==> src/rtl/dbg_trig_pkg.sv <==
package dbg_trig_pkg;

   localparam int CTRL_W = 16;
   localparam int SEL_W  = 3;

   localparam logic [SEL_W-1:0] SEL_CTRL  = 3'd0;
   localparam logic [SEL_W-1:0] SEL_ADR_A = 3'd1;
   localparam logic [SEL_W-1:0] SEL_ADR_B = 3'd2;
   localparam logic [SEL_W-1:0] SEL_DAT_A = 3'd3;
   localparam logic [SEL_W-1:0] SEL_DAT_B = 3'd4;
   localparam logic [SEL_W-1:0] SEL_ADR_C = 3'd5;

   typedef enum logic [3:0] {
      TM_A_ONLY   = 4'd0,
      TM_A_OR_B   = 4'd1,
      TM_A_THEN_B = 4'd2,
      TM_B_EVENT  = 4'd3,
      TM_A_THEN_E = 4'd4,
      TM_A_DAT_B  = 4'd5,
      TM_A_NDAT_B = 4'd6,
      TM_IN_RNG   = 4'd7,
      TM_OUT_RNG  = 4'd8
   } trig_mode_e;

   // control word without the arm bit (bit 0 goes straight to the sequencer)
   typedef struct packed {
      logic       dat_chk_b;
      logic       dat_chk_a;
      logic       dir_b;
      logic       dir_chk_b;
      logic       dir_a;
      logic       dir_chk_a;
      logic       c_after;
      logic       c_en;
      logic       tag_b;
      logic       tag_a;
      logic [3:0] mode;
      logic       halt_en;
   } ctrl_t;

endpackage

==> src/rtl/dbg_cmp.sv <==
module dbg_cmp #(
   parameter int ADDR_W = 16,
   parameter int DATA_W = 8
) (
   input  logic              clk,
   input  logic              rst_n,
   input  logic [ADDR_W-1:0] ref_addr,
   input  logic [DATA_W-1:0] ref_data,
   input  logic              data_chk,
   input  logic              tag_en,
   input  logic              rw_ok,
   input  logic              bus_vld,
   input  logic              bus_rw,
   input  logic [ADDR_W-1:0] bus_addr,
   input  logic [DATA_W-1:0] bus_data,
   input  logic              exec_vld,
   input  logic [ADDR_W-1:0] exec_addr,
   input  logic              q_flush,
   output logic              qual,
   output logic              evt
);

   logic addr_eq, force_hit, fetch_hit, tag_fire, tag_q;

   assign addr_eq   = (bus_addr == ref_addr);
   assign qual      = rw_ok && addr_eq;
   assign force_hit = qual && (!data_chk || (bus_data == ref_data));
   assign fetch_hit = tag_en && bus_vld && bus_rw && addr_eq;
   assign tag_fire  = tag_en && tag_q && exec_vld && (exec_addr == ref_addr);

   always_ff @(posedge clk or negedge rst_n) begin
      if (!rst_n)                   tag_q <= 1'b0;
      else if (!tag_en)             tag_q <= 1'b0;
      else if (fetch_hit)           tag_q <= 1'b1;
      else if (q_flush || tag_fire) tag_q <= 1'b0;
   end

   assign evt = tag_en ? tag_fire : force_hit;

endmodule

==> src/rtl/dbg_trig_seq.sv <==
module dbg_trig_seq
   import dbg_trig_pkg::*;
#(
   parameter int ADDR_W = 16
) (
   input  logic              clk,
   input  logic              rst_n,
   input  logic [3:0]        mode,
   input  logic              arm_wr,
   input  logic              arm_val,
   input  logic              evt_a,
   input  logic              evt_b,
   input  logic              qual_a,
   input  logic              qual_b,
   input  logic              rw_ok_a,
   input  logic              data_eq_b,
   input  logic [ADDR_W-1:0] lo_addr,
   input  logic [ADDR_W-1:0] hi_addr,
   input  logic [ADDR_W-1:0] bus_addr,
   output logic              fire,
   output logic              armed
);

   logic seen_q, armed_q, hit, in_rng, seq_mode;

   assign in_rng   = (bus_addr >= lo_addr) && (bus_addr <= hi_addr);
   assign seq_mode = (mode == TM_A_THEN_B) || (mode == TM_A_THEN_E);

   always_comb begin
      case (trig_mode_e'(mode))
         TM_A_ONLY:   hit = evt_a;
         TM_A_OR_B:   hit = evt_a || evt_b;
         TM_A_THEN_B: hit = seen_q && evt_b;
         TM_B_EVENT:  hit = qual_b;
         TM_A_THEN_E: hit = seen_q && qual_b;
         TM_A_DAT_B:  hit = qual_a && data_eq_b;
         TM_A_NDAT_B: hit = qual_a && !data_eq_b;
         TM_IN_RNG:   hit = rw_ok_a && in_rng;
         TM_OUT_RNG:  hit = rw_ok_a && !in_rng;
         default:     hit = 1'b0;
      endcase
   end

   assign fire  = armed_q && hit;
   assign armed = armed_q;

   always_ff @(posedge clk or negedge rst_n) begin
      if (!rst_n)        armed_q <= 1'b0;
      else if (arm_wr)   armed_q <= arm_val;
      else if (fire)     armed_q <= 1'b0;
   end

   always_ff @(posedge clk or negedge rst_n) begin
      if (!rst_n)                           seen_q <= 1'b0;
      else if (arm_wr || !armed_q)          seen_q <= 1'b0;
      else if (seq_mode && evt_a && !fire)  seen_q <= 1'b1;
   end

endmodule

==> src/rtl/dbg_trig_unit.sv <==
module dbg_trig_unit
   import dbg_trig_pkg::*;
#(
   parameter int ADDR_W = 16,
   parameter int DATA_W = 8
) (
   input  logic              clk,
   input  logic              rst_n,
   input  logic              cfg_we,
   input  logic [2:0]        cfg_sel,
   input  logic [ADDR_W-1:0] cfg_wdata,
   input  logic              bus_vld,
   input  logic              bus_rw,
   input  logic [ADDR_W-1:0] bus_addr,
   input  logic [DATA_W-1:0] bus_data,
   input  logic              exec_vld,
   input  logic [ADDR_W-1:0] exec_addr,
   input  logic              q_flush,
   input  logic              trace_done,
   input  logic              cpu_halted,
   output logic              trig_o,
   output logic              halt_req_o,
   output logic              armed_o,
   output logic              brk_o
);

   localparam int N_CMP = 2;

   if (ADDR_W < CTRL_W) begin : g_bad_addr_w
      $error("ADDR_W must hold the control word");
   end
   if (DATA_W > ADDR_W) begin : g_bad_data_w
      $error("DATA_W may not exceed ADDR_W");
   end

   ctrl_t             ctrl_q;
   logic [ADDR_W-1:0] adr_q [N_CMP+1];
   logic [DATA_W-1:0] dat_q [N_CMP];
   logic              arm_wr, fire, act_q, fin_q, halt_q;
   logic [N_CMP-1:0]  rw_ok_v, qual_v, evt_v, dir_chk_v, dir_v, dat_chk_v, tag_v;

   assign arm_wr = cfg_we && (cfg_sel == SEL_CTRL);

   always_ff @(posedge clk or negedge rst_n) begin
      if (!rst_n) begin
         ctrl_q <= '0;
         for (int i = 0; i <= N_CMP; i++) adr_q[i] <= '0;
         for (int i = 0; i < N_CMP; i++)  dat_q[i] <= '0;
      end else if (cfg_we) begin
         case (cfg_sel)
            SEL_CTRL:  ctrl_q   <= ctrl_t'(cfg_wdata[CTRL_W-1:1]);
            SEL_ADR_A: adr_q[0] <= cfg_wdata;
            SEL_ADR_B: adr_q[1] <= cfg_wdata;
            SEL_ADR_C: adr_q[2] <= cfg_wdata;
            SEL_DAT_A: dat_q[0] <= cfg_wdata[DATA_W-1:0];
            SEL_DAT_B: dat_q[1] <= cfg_wdata[DATA_W-1:0];
            default: ;
         endcase
      end
   end

   assign dir_chk_v = {ctrl_q.dir_chk_b, ctrl_q.dir_chk_a};
   assign dir_v     = {ctrl_q.dir_b,     ctrl_q.dir_a};
   assign dat_chk_v = {ctrl_q.dat_chk_b, ctrl_q.dat_chk_a};
   assign tag_v     = {ctrl_q.tag_b,     ctrl_q.tag_a};

   for (genvar g = 0; g < N_CMP; g++) begin : g_cmp
      assign rw_ok_v[g] = bus_vld && (!dir_chk_v[g] || (bus_rw == dir_v[g]));
      dbg_cmp #(.ADDR_W(ADDR_W), .DATA_W(DATA_W)) u_cmp (
         .clk      (clk),
         .rst_n    (rst_n),
         .ref_addr (adr_q[g]),
         .ref_data (dat_q[g]),
         .data_chk (dat_chk_v[g]),
         .tag_en   (tag_v[g]),
         .rw_ok    (rw_ok_v[g]),
         .bus_vld  (bus_vld),
         .bus_rw   (bus_rw),
         .bus_addr (bus_addr),
         .bus_data (bus_data),
         .exec_vld (exec_vld),
         .exec_addr(exec_addr),
         .q_flush  (q_flush),
         .qual     (qual_v[g]),
         .evt      (evt_v[g])
      );
   end

   dbg_trig_seq #(.ADDR_W(ADDR_W)) u_seq (
      .clk      (clk),
      .rst_n    (rst_n),
      .mode     (ctrl_q.mode),
      .arm_wr   (arm_wr),
      .arm_val  (cfg_wdata[0]),
      .evt_a    (evt_v[0]),
      .evt_b    (evt_v[1]),
      .qual_a   (qual_v[0]),
      .qual_b   (qual_v[1]),
      .rw_ok_a  (rw_ok_v[0]),
      .data_eq_b(bus_data == dat_q[1]),
      .lo_addr  (adr_q[0]),
      .hi_addr  (adr_q[1]),
      .bus_addr (bus_addr),
      .fire     (fire),
      .armed    (armed_o)
   );

   // trace run bookkeeping for halt and the delayed breakpoint
   always_ff @(posedge clk or negedge rst_n) begin
      if (!rst_n) begin
         act_q  <= 1'b0;
         fin_q  <= 1'b0;
         halt_q <= 1'b0;
      end else begin
         if (fire)            act_q <= 1'b1;
         else if (trace_done) act_q <= 1'b0;

         if (arm_wr)                   fin_q <= 1'b0;
         else if (act_q && trace_done) fin_q <= 1'b1;

         if (act_q && trace_done && ctrl_q.halt_en) halt_q <= 1'b1;
         else if (cpu_halted)                       halt_q <= 1'b0;
      end
   end

   assign trig_o     = fire;
   assign halt_req_o = halt_q;
   assign brk_o      = ctrl_q.c_en && bus_vld && (bus_addr == adr_q[2])
                       && (!ctrl_q.c_after || fin_q);

endmodule

==> config.mk <==
export PLATFORM = sky130hd
export DESIGN_NAME = dbg_trig_unit
export DESIGN_NICKNAME = d
export VERILOG_FILES = /design/src/rtl/dbg_trig_pkg.sv /design/src/rtl/dbg_cmp.sv /design/src/rtl/dbg_trig_seq.sv /design/src/rtl/dbg_trig_unit.sv
export SDC_FILE = /design/constraint.sdc
export NUM_CORES = 1
export LEC_CHECK = 0
export BUFFER_PORTS_ARGS = -buffer_cell sky130_fd_sc_hd__clkbuf_2
export CAP_MARGIN = 30
export CORE_AREA = 4 4 104 106
export DETAILED_ROUTE_END_ITERATION = 16
export DIE_AREA = 0 0 108 110
export MAX_ROUTING_LAYER = met4
export PLACE_DENSITY = 0.68
export SLEW_MARGIN = 25
export SYNTH_ARGS = -nofsm -noshare
export SYNTH_HDL_FRONTEND = slang
export SYNTH_SLANG_ARGS = --single-unit
==> constraint.sdc <==
create_clock -name clk -period 3.26 [get_ports clk]
set_input_delay 0.163 -clock clk [delete_from_list [all_inputs] [get_ports clk]]
set_output_delay 0.163 -clock clk [all_outputs]
set_load 0.02 [all_outputs]
; Word level (Yosys, flattened, before mapping)
; Cells that the tools add are included.
[word_totals]
memories = 0
wordCells = 135
mem_bits_ro = 0
out_inout_bits = 4
latchBits = 0
ramBits = 0
regBits = 86
[classes]
eq_ne = 24
muxes = 19
reduce_logical = 66
bitwise_logic = 0
n_mul = 0
n_div = 0
magnitude_cmp = 2
shifts = 0
add_sub_neg = 0
[op_table]
columns = cell, n
row1 = $eq 16x16->1, 5
row2 = $logic_and 1x1->1, 34
row3 = $mux 1, 18
row4 = $eq 4x3->1 const B, 4
row5 = $eq 8x8->1, 2
row6 = $ge 16x16->1, 1
row7 = $le 16x16->1, 1
row8 = $reduce_and 2->1, 6
row9 = $logic_or 1x1->1, 10
row10 = $reduce_bool 2->1, 5
row11 = $logic_not 1->1, 9
row12 = $pmux 1 s9, 1
row13 = $eq 4x2->1 const B, 2
row14 = $eq 3x2->1 const B, 2
row15 = $eq 3x3->1 const B, 2
row16 = $ne 3x1->1 const B, 2
row17 = $eq 4x1->1 const B, 1
row18 = $eq 4x4->1 const B, 1
row19 = $logic_not 4->1, 1
row20 = $eq 3x1->1 const B, 1
row21 = $logic_not 3->1, 1
row22 = $eq 1x1->1, 2

; Logic depth before layout (Yosys ltp)
; Gate-level depths: netlist of run 1.
[logic_depth]
ltp_word = 13
ltp_mapped = 10
depth_no_buf = 10

; By module
; From an unflattened synthesis of run 1, not the netlist that was laid out.
[unflattened]
cells_unflattened = 482
hier_area_um2 = 5511.5
[by_module_without_submodules]
columns = module, n_inst, seq_area_each_um2, cells_each, area_per_inst_um2
row1 = dbg_trig_unit, 1, 2052.0, 223, 3435.8
row2 = dbg_trig_seq, 1, 50.0, 137, 1057.3
row3 = dbg_cmp, 2, 25.0, 61, 509.2

; Worst setup path after synthesis of run 1
; OpenSTA, ideal clock, no wires.
[synth_timing]
kind = register to output
startpoint = register adr_q[26] in the netlist's numbering
endpoint = output port trig_o
arrival_ps = 2269
path_slack_ps = 828
path_stages_with_launch = 11
required_ps = 3097
path_cell_list = dfrtp_1 -> inv_1 -> ha_1 -> a41oi_2 -> o21ai_1 -> a221o_1 -> o31ai_1 -> nand2_1 -> mux2_4 -> a311oi_2 -> nor2_1
[synth_via]
elab_chain_len = 7
elab_cells_between_ends = 16
classes_between = 1 x order compare / 2 x eq/ne / 2 x mux / 11 x reduce/logical
[synth_lines]
columns = item, line
row1 = "start, declared", dbg_trig_unit.sv:37  ; logic [ADDR_W-1:0] adr_q [N_CMP+1];
row2 = branches (longest 5 deep; another with $le 16x16->1), -
row3 = $pmux 1 s9 (*), dbg_trig_seq.sv:30  ; case (trig_mode_e'(mode))
row4 = $logic_and 1x1->1 (*), dbg_trig_seq.sv:44  ; assign fire = armed_q && hit;
row5 = "end, declared", dbg_trig_unit.sv:21  ; output logic trig_o,
; Every way passes the cells marked *.

; Worst setup path in the final report of run 1
; Same ends and word-level chain as after synthesis.

==> metrics.md, run 1 <==
| Metric | Value |
|---|---|
| Critical path buffers and inverters | `2` |
| Arrival time of the worst setup path | `2.93 ns` |
| Unrepaired setup endpoints after global routing | `no` |
| Combinational share of power | `28.5%` |
| Synthesized netlist net count | `581` |
| # H-tree levels | `3` |
| Reg-to-Reg End | `act_q$_DFFE_PN0P_` |
| Hold Startpoint | `trace_done` |
| Reg2reg start | `adr_q[26]$_DFFE_PN0P_` |
| Boundary Pins | `72` |
| Slowest stage delay, CP | `0.37 ns` |
| Routability Congestion | `0.9051` |
| Std-Cell Rows | `36` |
| Part of the total power dissipated in the clock network | `24.7%` |
| Number of global-route vias before repair | `3967` |
| Count of mapped cells out of synthesis | `481` |
| # DRC | `0` |
| Portion of synthesized cell area occupied by the leading cell type | `43.54%` |
| Global-route congestion overflow total | `0` |
| Switching power summed over all nets | `1.040 mW` |
| Type of destination of the critical path | `output pin` |
| Register-to-register setup slack | `0.70 ns` |
| Total of warnings raised by yosys | `0` |
| Share of layout cells above drive strength 1 | `25.97%` |
| Hold endpoint | `act_q$_DFFE_PN0P_` |
| Slowest cell on the critical path | `dfrtp_1` |
| Count of different cell masters after synthesis | `43` |
| First-pass DRT Iterations | `5` |
| Data required time at the worst endpoint | `3.10 ns` |
| Fraction of the yosys area taken by sequential cells | `43.54%` |
| Fraction of the core area covered by cells at the end of the flow | `58.65%` |
| Average detailed-routed wire length per instance | `18.24 um` |
| Final-report hold violation count | `0` |
| Portion of total power attributed to sequential cells | `46.8%` |
| Routed wl met2 | `5899 um` |
| Top cells by instance count after synthesis | `dfrtp_1 (86), nand2_1 (48), mux2_2 (47), xnor2_1 (47)` |
| Number of endpoints failing setup at the final stage | `0` |
| Max frequency | `323.7 MHz` |
| Most repeated cell in the gate-level netlist after synthesis | `dfrtp_1` |
| Library cell with the largest summed area after synthesis | `dfrtp_1` |
| Die Span Y | `110 um` |
| Fraction of registers with async set or reset after synthesis | `100.0%` |
| Status | `finished clean` |
| DPL Wire Length | `10060 um` |
| Max-slew violation count | `0` |
| Buffer cell driving the clock tree root | `clkbuf_8` |
| Area taken by flip-flops and latches | `2152 um2` |
| Global-route wire length before repair | `20380 um` |
| Maximum clock insertion buffer count | `2` |
| Setup TNS | `0 ns` |
| CP startpoint kind | `register` |
| IR Drop Worst-Case VDD | `0.2763 mV` |
| Cells along the critical path | `inv_1, ha_1, a41oi_2, o21ai_1, a221o_1, o31ai_1, nand2_1, mux2_4, a311oi_2, nor2_1, clkbuf_2` |
| Top layer reached by signal wires | `met4` |
| Largest net degree at the start of global routing | `32` |
| FF-to-FF path depth | `10` |
| Effective utilization at floorplan | `50.56%` |
| Post-layout minimum cycle time | `3.089 ns` |
| Max-cap violations | `0` |
| Post-CTS Setup Inserts | `0` |
| Total power after layout | `3.114 mW` |
| Metal1 wirelength | `5708 um` |
| Leakage | `2.575 nW` |
| Post-Syn Area per Cell | `10.27 um2` |
| Number of inserted diodes | `0` |
| Antenna violations before repair | `0` |
| Layout Skew | `0.01621 ns` |
| Post-CTS clock slew at the launch and capture registers of the worst setup and hold paths | `0.10 ns` |
| Hold WC Path Type | `input port to register` |
| Filler cell count in the final layout | `890` |
| CTS tree | `yes` |
| Final cycle utilization of the critical path | `94.76%` |
| Synthesis-to-layout area growth | `16.00%` |
| Flip-flop and latch count after synthesis | `86` |
| Cells taking the most area after synthesis | `dfrtp_1 (44%), mux2_2 (11%), xnor2_1 (8.3%)` |
| Die area | `11880 um2` |
| Multi-input gate area in the final layout | `2636 um2` |
| Switch share | `33.39%` |
| Cell class contributing the biggest share of worst-path delay | `compound AO/OA/AOI/OAI gates` |
| Number of synthesized flops with an enable pin | `0` |
| Floorplan core area | `9774 um2` |
| Critical path class | `register to output pin` |
| Crit Path Max Fanout | `3` |
| Vias after detailed routing | `3817` |
| Internal cell power | `2.074 mW` |
| Worst max-slew margin expressed relative to the limit | `39.89%` |
| Final layout net count | `661` |
| Netlist area before placement | `4942 um2` |
| Number of cells on the worst hold path | `2` |
| Clk sink count | `86` |
| Die X | `108 um` |
| GR Util All Layers | `23.61%` |
| Critical Path Stages | `11` |
| Port Buf Inserts | `71` |
| Pin slew with the least headroom to its limit | `0.8994 ns` |
| Remaining antenna violation count after routing | `0` |
| Total wire length after detailed routing | `12750 um` |
| Per-cell via count in the routed design | `5.461` |
| Number of buffers created by CTS | `9` |
| Met3 wire length | `793 um` |
| Pwr per Cell Area | `543.1 nW/um2` |
| Primary flip-flop cell chosen by synthesis mapping | `dfrtp_1` |
| Clock network latency to the later pin of the worst-skew pair | `0.37 ns` |
| Iter 0 DRT Violations | `203` |
[cells in the final DEF, fill, tap and decap left out, types with 2 or more instances in the layout]
cell and instances:
nand3b_1 3, xor2_1 20, dlygate4sd3_1 2, a21o_1 2, and4_1 2, and3_1 2
buf_4 8, a21oi_1 13, nand3_1 9, nand2b_1 2, nor3_1 9, clkbuf_2 70
o21a_1 2, nand4_1 18, clkbuf_8 9, ha_1 32, o211ai_1 2, nor2_1 10
mux2_2 47, nor4_1 4, o21ai_0 40, xnor2_1 47, nand2_1 48, nor2b_1 5
inv_1 40, clkinvlp_4 3, o21ai_1 2, dfrtp_1 86, o2111ai_1 2
[metal layers]
metal / vias to the layer above / global-route usage [%]
met5: - / -
met4: 0 / 8.206
met3: 27 / 4.485
met2: 130 / 36.63
met1: 1824 / 31.39
li1: 1836 / -
[kinds of logic after synthesis]
family | after synthesis | share of synthesized area [%]
compound gates | 76 | 9.266
xor+xnor | 67 | 11.87
fa+ha+maj | 32 | 8.101
buf+inv | 51 | 3.873
flops | 86 | 43.54
mux | 48 | 11.01
simple gates | 121 | 12.33
[flip-flops by register name (all words and copies together) (netlist names), 2 cells and up]
name / flops
adr_q: 48
dat_q: 16
ctrl_q: 15
g_cmp.u_cmp.tag_q: 2
[metrics by stage]
stage	hold slack, ns	instances	setup WS [ns]	cell area [um2]
global route	0.002379	699	0.03647	5733
floorplan	-0.1326	481	0.8279	4942
CTS	0.006756	699	0.07027	5703
detailed placement	0.1236	681	0.4935	5485
global placement	0.1223	681	0.6067	5485
finish	0.01180	699	0.1709	5733
[worst max path at each step]
stage	from	to	slack, ns
after detailed placement	adr_q[30]$_DFFE_PN0P_	trig_o	0.49
after global placement	adr_q[26]$_DFFE_PN0P_	trig_o	0.61
after global routing	adr_q[26]$_DFFE_PN0P_	trig_o	0.04
final	adr_q[26]$_DFFE_PN0P_	trig_o	0.17
after CTS	adr_q[30]$_DFFE_PN0P_	trig_o	0.07
after floorplan	adr_q[26]$_DFFE_PN0P_	trig_o	0.83
[timing repair]
action	4_1_cts	5_1_grt
hold endpoints to repair	30	0
hold buffers	2	0
resized for setup	0	5
endpoints found under the setup margin	0	1
[power groups by stage]
stage | sequential, mW | clock, mW | combinational (mW)
2_1_floorplan | 1.44 | 0 | 0.599
3_3_place_gp | 1.46 | 0 | 0.848
3_5_place_dp | 1.48 | 0 | 0.867
4_1_cts | 1.46 | 0.775 | 0.878
5_1_grt | 1.49 | 0.825 | 0.992
6_report | 1.46 | 0.770 | 0.887
[final cells by class]
type / instances / share of cell area [%]
Multi-Input combinational cell: 344 / 45.98
Sequential cell: 86 / 37.54
Timing Repair Buffer: 80 / 7.508
Tap cell: 133 / 2.903
Inverter: 40 / 2.619
Clock buffer: 10 / 2.226
Clock inverter: 6 / 1.222
Power figures use the tool's default switching activity.
==> inputs of run 2 (changes only) <==
Settings changed: CORE_AREA 4 4 104 106 to 2 2 102 104, DIE_AREA 0 0 108 110 to 0 0 104 106, RECOVER_POWER set to 50.
==> metrics.md, run 2 (synthesized netlist as in run 1, its figures left out) <==
| Metric | Value |
|---|---|
| Status | `finished clean` |
| # H-tree levels | `3` |
| Std-Cell Rows | `37` |
| Hold WC Path Type | `input port to register` |
| Grt peak-use layer | `met2` |
| Slowest cell on the critical path | `dfrtp_1` |
| Register-to-register setup slack | `0.67 ns` |
| CP startpoint kind | `register` |
| Type of destination of the critical path | `output pin` |
| Effective utilization at floorplan | `49.42%` |
| Global-route wire length before repair | `20110 um` |
| Number of cells on the worst hold path | `3` |
| Die Span Y | `106 um` |
| Max-cap violations | `0` |
| First-pass DRT Iterations | `4` |
| Leakage | `2.551 nW` |
| Non-Filler Instances | `703` |
| Max-slew violation count | `0` |
| DPL Wire Length | `10190 um` |
| Dpl ws | `0.5102 ns` |
| Synthesis-to-layout area growth | `15.75%` |
| Post-route worst hold slack | `0.07274 ns` |
| Maximum clock insertion buffer count | `2` |
| Number of global-route vias before repair | `3717` |
| Cells after DPL | `683` |
| Max frequency | `322.1 MHz` |
| Final-report hold violation count | `0` |
| Port Buf Inserts | `71` |
| FF-to-FF path depth | `10` |
| Clock network latency to the later pin of the worst-skew pair | `0.37 ns` |
| Antenna violations before repair | `0` |
| Post-layout minimum cycle time | `3.105 ns` |
| Placed standard-cell area | `5482 um2` |
| Per-cell via count in the routed design | `5.410` |
| Boundary Pins | `72` |
| Final non-filler cell area | `5720 um2` |
| Fraction of met2 tracks used by global routing | `36.23%` |
| Arrival time of the worst setup path | `2.94 ns` |
| Post-CTS Setup Inserts | `0` |
| Final layout net count | `662` |
| Total wire length after detailed routing | `12890 um` |
| Buffer cell driving the clock tree root | `clkbuf_8` |
| Regs by FF count | `adr_q x48, dat_q x16, ctrl_q x15` |
| GR met3 Demand/Resource | `3.679%` |
| Pwr per Cell Area | `532.4 nW/um2` |
| Final cycle utilization of the critical path | `95.25%` |
| Vias after detailed routing | `3803` |
| Largest net degree at the start of global routing | `70` |
| Floorplan core area | `10000 um2` |
| CTS tree | `yes` |
| Commonest non-fill, non-tap cells in the layout | `dfrtp_1 (86), clkbuf_2 (69), nand2_1 (48)` |
| Flip-flop count of the largest register, all copies and words added | `48` |
| IR Drop Worst-Case VDD | `0.2798 mV` |
| Layout Skew | `0.01120 ns` |
| Remaining antenna violation count after routing | `0` |
| Routability Congestion | `0.9786` |
| Global-route congestion overflow total | `0` |
| Die area | `11020 um2` |
| Data required time at the worst endpoint | `3.10 ns` |
| Slowest stage delay, CP | `0.36 ns` |
| Die X | `104 um` |
| Cells along the critical path | `inv_1, ha_1, nand4_1, nor4_4, a21boi_1, o31ai_2, nand2_1, mux2_4, a311oi_4, nor2_1, clkbuf_2` |
| # DRC | `0` |
| Met1 GRT Util | `34.42%` |
| Commonest non-fill, non-tap cell in the layout | `dfrtp_1` |
| Average detailed-routed wire length per instance | `18.33 um` |
| Number of inserted diodes | `0` |
| Final Worst Setup Slack | `0.1550 ns` |
| GR Util All Layers | `24.90%` |
| Pin slew with the least headroom to its limit | `1.250 ns` |
| Iter 0 DRT Violations | `156` |
| Largest register by flop count | `adr_q` |
| Post-CTS clock slew at the launch and capture registers of the worst setup and hold paths | `0.09 ns` |
| Number of endpoints failing setup at the final stage | `0` |
| Crit Path Max Fanout | `3` |
| Number of buffers created by CTS | `9` |
| Worst max-slew margin expressed relative to the limit | `16.64%` |
| Critical path class | `register to output pin` |
| Clk sink count | `86` |
| Share of layout cells above drive strength 1 | `25.40%` |
[run 2: final timing paths]
check                                         end                   start
max in group asynchronous   adr_q[14]$_DFFE_PN0P_                   rst_n
min in group asynchronous   adr_q[39]$_DFFE_PN0P_                   rst_n
setup reg to reg                act_q$_DFFE_PN0P_   adr_q[30]$_DFFE_PN0P_
setup / recovery                           trig_o   adr_q[30]$_DFFE_PN0P_
hold / removal              adr_q[44]$_DFFE_PN0P_           cfg_wdata[12]
hold reg to reg            ctrl_q[13]$_DFFE_PN0P_  ctrl_q[13]$_DFFE_PN0P_
[run 2: power by group]
part	switching [mW]	internal, mW	leakage [nW]	total [mW]
sequential	0.166	1.29	1.05	1.45
clock	0.413	0.281	0.0793	0.694
combinational	0.469	0.428	1.42	0.898
[run 2: repair_timing]
action	4_1_cts	5_1_grt
endpoints found under the hold margin	70	0
hold buffers	3	0
gates resized for setup	0	7
endpoints found under the setup margin	0	1
[run 2: routing by layer]
metal  wire length [um]  vias to the layer above
met5                  0                        -
met4                374                        0
met3                738                       22
met2               5863                      115
met1               5911                     1835
li1                   -                     1831
[run 2: final cells by class]
class                   count  area [um2]
multi-input cells         344        2651
clock inverters             6       45.04
repair buffers             81       424.2
flip-flops and latches     86        2152
clock buffers              10       127.6
fillers                   903        4279
well taps                 136       170.2
inverters                  40       150.1
[run 2: critical path: cells and delay by family (launching register included)]
kind | cells | cell delay (ns)
flops | 1 | 0.36
fa+ha+maj | 1 | 0.31
mux | 1 | 0.33
buf+inv | 2 | 0.22
compound gates | 3 | 0.57
simple gates | 4 | 0.79
[run 2: metrics by stage]
step,utilization [%],setup TNS (ns),total power [mW]
finish,57.21,0,3.046
global route,57.21,-0.004694,3.248
CTS,56.84,0,3.057
detailed placement,54.82,0,2.354
global placement,54.82,0,2.328
floorplan,-,0,2.034
==> inputs of run 3 (changes only) <==
Settings changed: BUFFER_PORTS_ARGS -buffer_cell sky130_fd_sc_hd__clkbuf_2 to unset, DONT_BUFFER_PORTS set to 1, PLACE_DENSITY 0.68 to 0.62.
==> metrics.md, run 3 (synthesized netlist as in run 1, its figures left out) <==
| Metric | Value |
|---|---|
| Largest register by flop count | `adr_q` |
| Share of layout cells above drive strength 1 | `14.37%` |
| Routability Congestion | `1.042` |
| Leakage | `2.347 nW` |
| GR Util All Layers | `25.76%` |
| Die X | `104 um` |
| Violations in the final reports | `max-capacitance violations, max-slew violations` |
| Antenna violations before repair | `1` |
| Status | `finished with violations` |
| Flip-flop count of the largest register, all copies and words added | `48` |
| Final cycle utilization of the critical path | `94.60%` |
| Number of endpoints failing setup at the final stage | `0` |
| Commonest non-fill, non-tap cell in the layout | `dfrtp_1` |
| Global-route congestion overflow total | `0` |
| Data required time at the worst endpoint | `3.10 ns` |
| Boundary Pins | `72` |
| CP startpoint kind | `register` |
| Cells after DPL | `611` |
| Final layout net count | `610` |
| Total power after layout | `3.034 mW` |
| Critical path class | `register to output pin` |
| Commonest non-fill, non-tap cells in the layout | `dfrtp_1 (86), nand2_1 (48), xnor2_1 (47), mux2_2 (47)` |
| Type of destination of the critical path | `output pin` |
| Max frequency | `324.3 MHz` |
| Number of global-route vias before repair | `3763` |
| Grt peak-use layer | `met2` |
| DPL Wire Length | `9498 um` |
| Arrival time of the worst setup path | `2.92 ns` |
| Post-CTS clock slew at the launch and capture registers of the worst setup and hold paths | `0.10 ns` |
| Crit Path Max Fanout | `3` |
| Die area | `11020 um2` |
| IR Drop Worst-Case VDD | `0.2617 mV` |
| Std-Cell Rows | `37` |
| Number of cells on the worst hold path | `3` |
| Non-Filler Instances | `652` |
| Fraction of met2 tracks used by global routing | `38.96%` |
| Global-route wire length before repair | `20720 um` |
| # H-tree levels | `3` |
| Pin slew with the least headroom to its limit | `2.164 ns` |
| Iter 0 DRT Violations | `203` |
| Average detailed-routed wire length per instance | `19.57 um` |
| Reg-to-Reg End | `g_cmp[0].u_cmp.tag_q$_DFFE_PN0P_` |
| Synthesis-to-layout area growth | `12.33%` |
| Hold WC Path Type | `input port to register` |
| Remaining antenna violation count after routing | `0` |
| Max-cap violations | `1` |
| Number of buffers created by CTS | `9` |
| Floorplan core area | `10000 um2` |
| Regs by FF count | `adr_q x48, dat_q x16, ctrl_q x15` |
| Dpl ws | `0.4915 ns` |
| Setup TNS | `0 ns` |
| # DRC | `0` |
| CTS tree | `yes` |
| Hold Startpoint | `bus_vld` |
| Total wire length after detailed routing | `12760 um` |
| Fraction of the core area covered by cells at the end of the flow | `55.52%` |
| First-pass DRT Iterations | `5` |
| FF-to-FF path depth | `9` |
| Hold endpoint | `g_cmp[1].u_cmp.tag_q$_DFFE_PN0P_` |
| Vias after detailed routing | `3659` |
| Post-layout minimum cycle time | `3.084 ns` |
| Effective utilization at floorplan | `49.42%` |
| Port Buf Inserts | `0` |
| Register-to-register setup slack | `0.39 ns` |
| Final Worst Setup Slack | `0.1760 ns` |
| Worst max-slew margin expressed relative to the limit | `-44.26%` |
| Pwr per Cell Area | `546.4 nW/um2` |
| Reg2reg start | `adr_q[33]$_DFFE_PN0P_` |
| Final-report hold violation count | `0` |
| Max-slew violation count | `87` |
| Unrepaired setup endpoints after global routing | `no` |
| Clk sink count | `86` |
| GR met3 Demand/Resource | `6.193%` |
| Per-cell via count in the routed design | `5.612` |
| Die Span Y | `106 um` |
| Clock network latency to the later pin of the worst-skew pair | `0.37 ns` |
| Buffer cell driving the clock tree root | `clkbuf_8` |
| Met1 GRT Util | `33.32%` |
| Layout Skew | `0.01336 ns` |
| Maximum clock insertion buffer count | `2` |
| Largest net degree at the start of global routing | `87` |
[run 3: stage by stage]
step,instance area [um2],hold slack (ns)
2_1_floorplan,4942,-0.1326
3_3_place_gp,5116,-0.1291
3_5_place_dp,5121,-0.1294
4_1_cts,5574,0.04942
5_1_grt,5552,0.07590
6_report,5552,0.06984
[run 3: repair_timing]
item	in CTS	in global routing
gates resized for setup	0	2
setup endpoints to repair	0	1
endpoints found under the hold margin	170	0
hold buffers	24	0
buffers inserted	0	0
[run 3: critical path, cell delays in order (launching register included)]
cell and delay (ns):
dfrtp_1 0.37, inv_1 0.06, ha_1 0.31, nand4_1 0.18
nor4_2 0.44, a21boi_0 0.24, o31ai_1 0.10, nand2_1 0.12
mux2_4 0.31, a311oi_2 0.28, nor2_2 0.13
[run 3: worst max-delay path by stage]
stage | startpoint | endpoint | slack [ns] | depth (start not counted)
floorplan | adr_q[26]$_DFFE_PN0P_ | trig_o | 0.83 | 10
global placement | adr_q[30]$_DFFE_PN0P_ | trig_o | 0.60 | 10
detailed placement | adr_q[30]$_DFFE_PN0P_ | trig_o | 0.49 | 10
CTS | adr_q[30]$_DFFE_PN0P_ | trig_o | 0.06 | 10
global route | adr_q[30]$_DFFE_PN0P_ | trig_o | 0.02 | 10
finish | adr_q[30]$_DFFE_PN0P_ | trig_o | 0.18 | 10
[run 3: report_power, final]
part / leakage (nW) / internal [mW] / switching [mW]
combinational: 1.20 / 0.409 / 0.410
sequential: 1.05 / 1.29 / 0.172
clock: 0.102 / 0.304 / 0.452
[run 3: metal layers]
layer  part of all wire, %  up-vias
met5                     0        -
met4                   3.0        0
met3                   6.9       30
met2                    45      130
met1                    45     1760
li1                      -     1739
[run 3: area by class of cell]
cell class	count	area, um2
Sequential cell	86	2152
Multi-Input combinational cell	344	2620
Antenna cell	1	2.502
Timing Repair Buffer	29	261.5
Fill cell	916	4448
Inverter	40	150.1
Clock inverter	7	71.32
Clock buffer	9	123.9
Tap cell	136	170.2
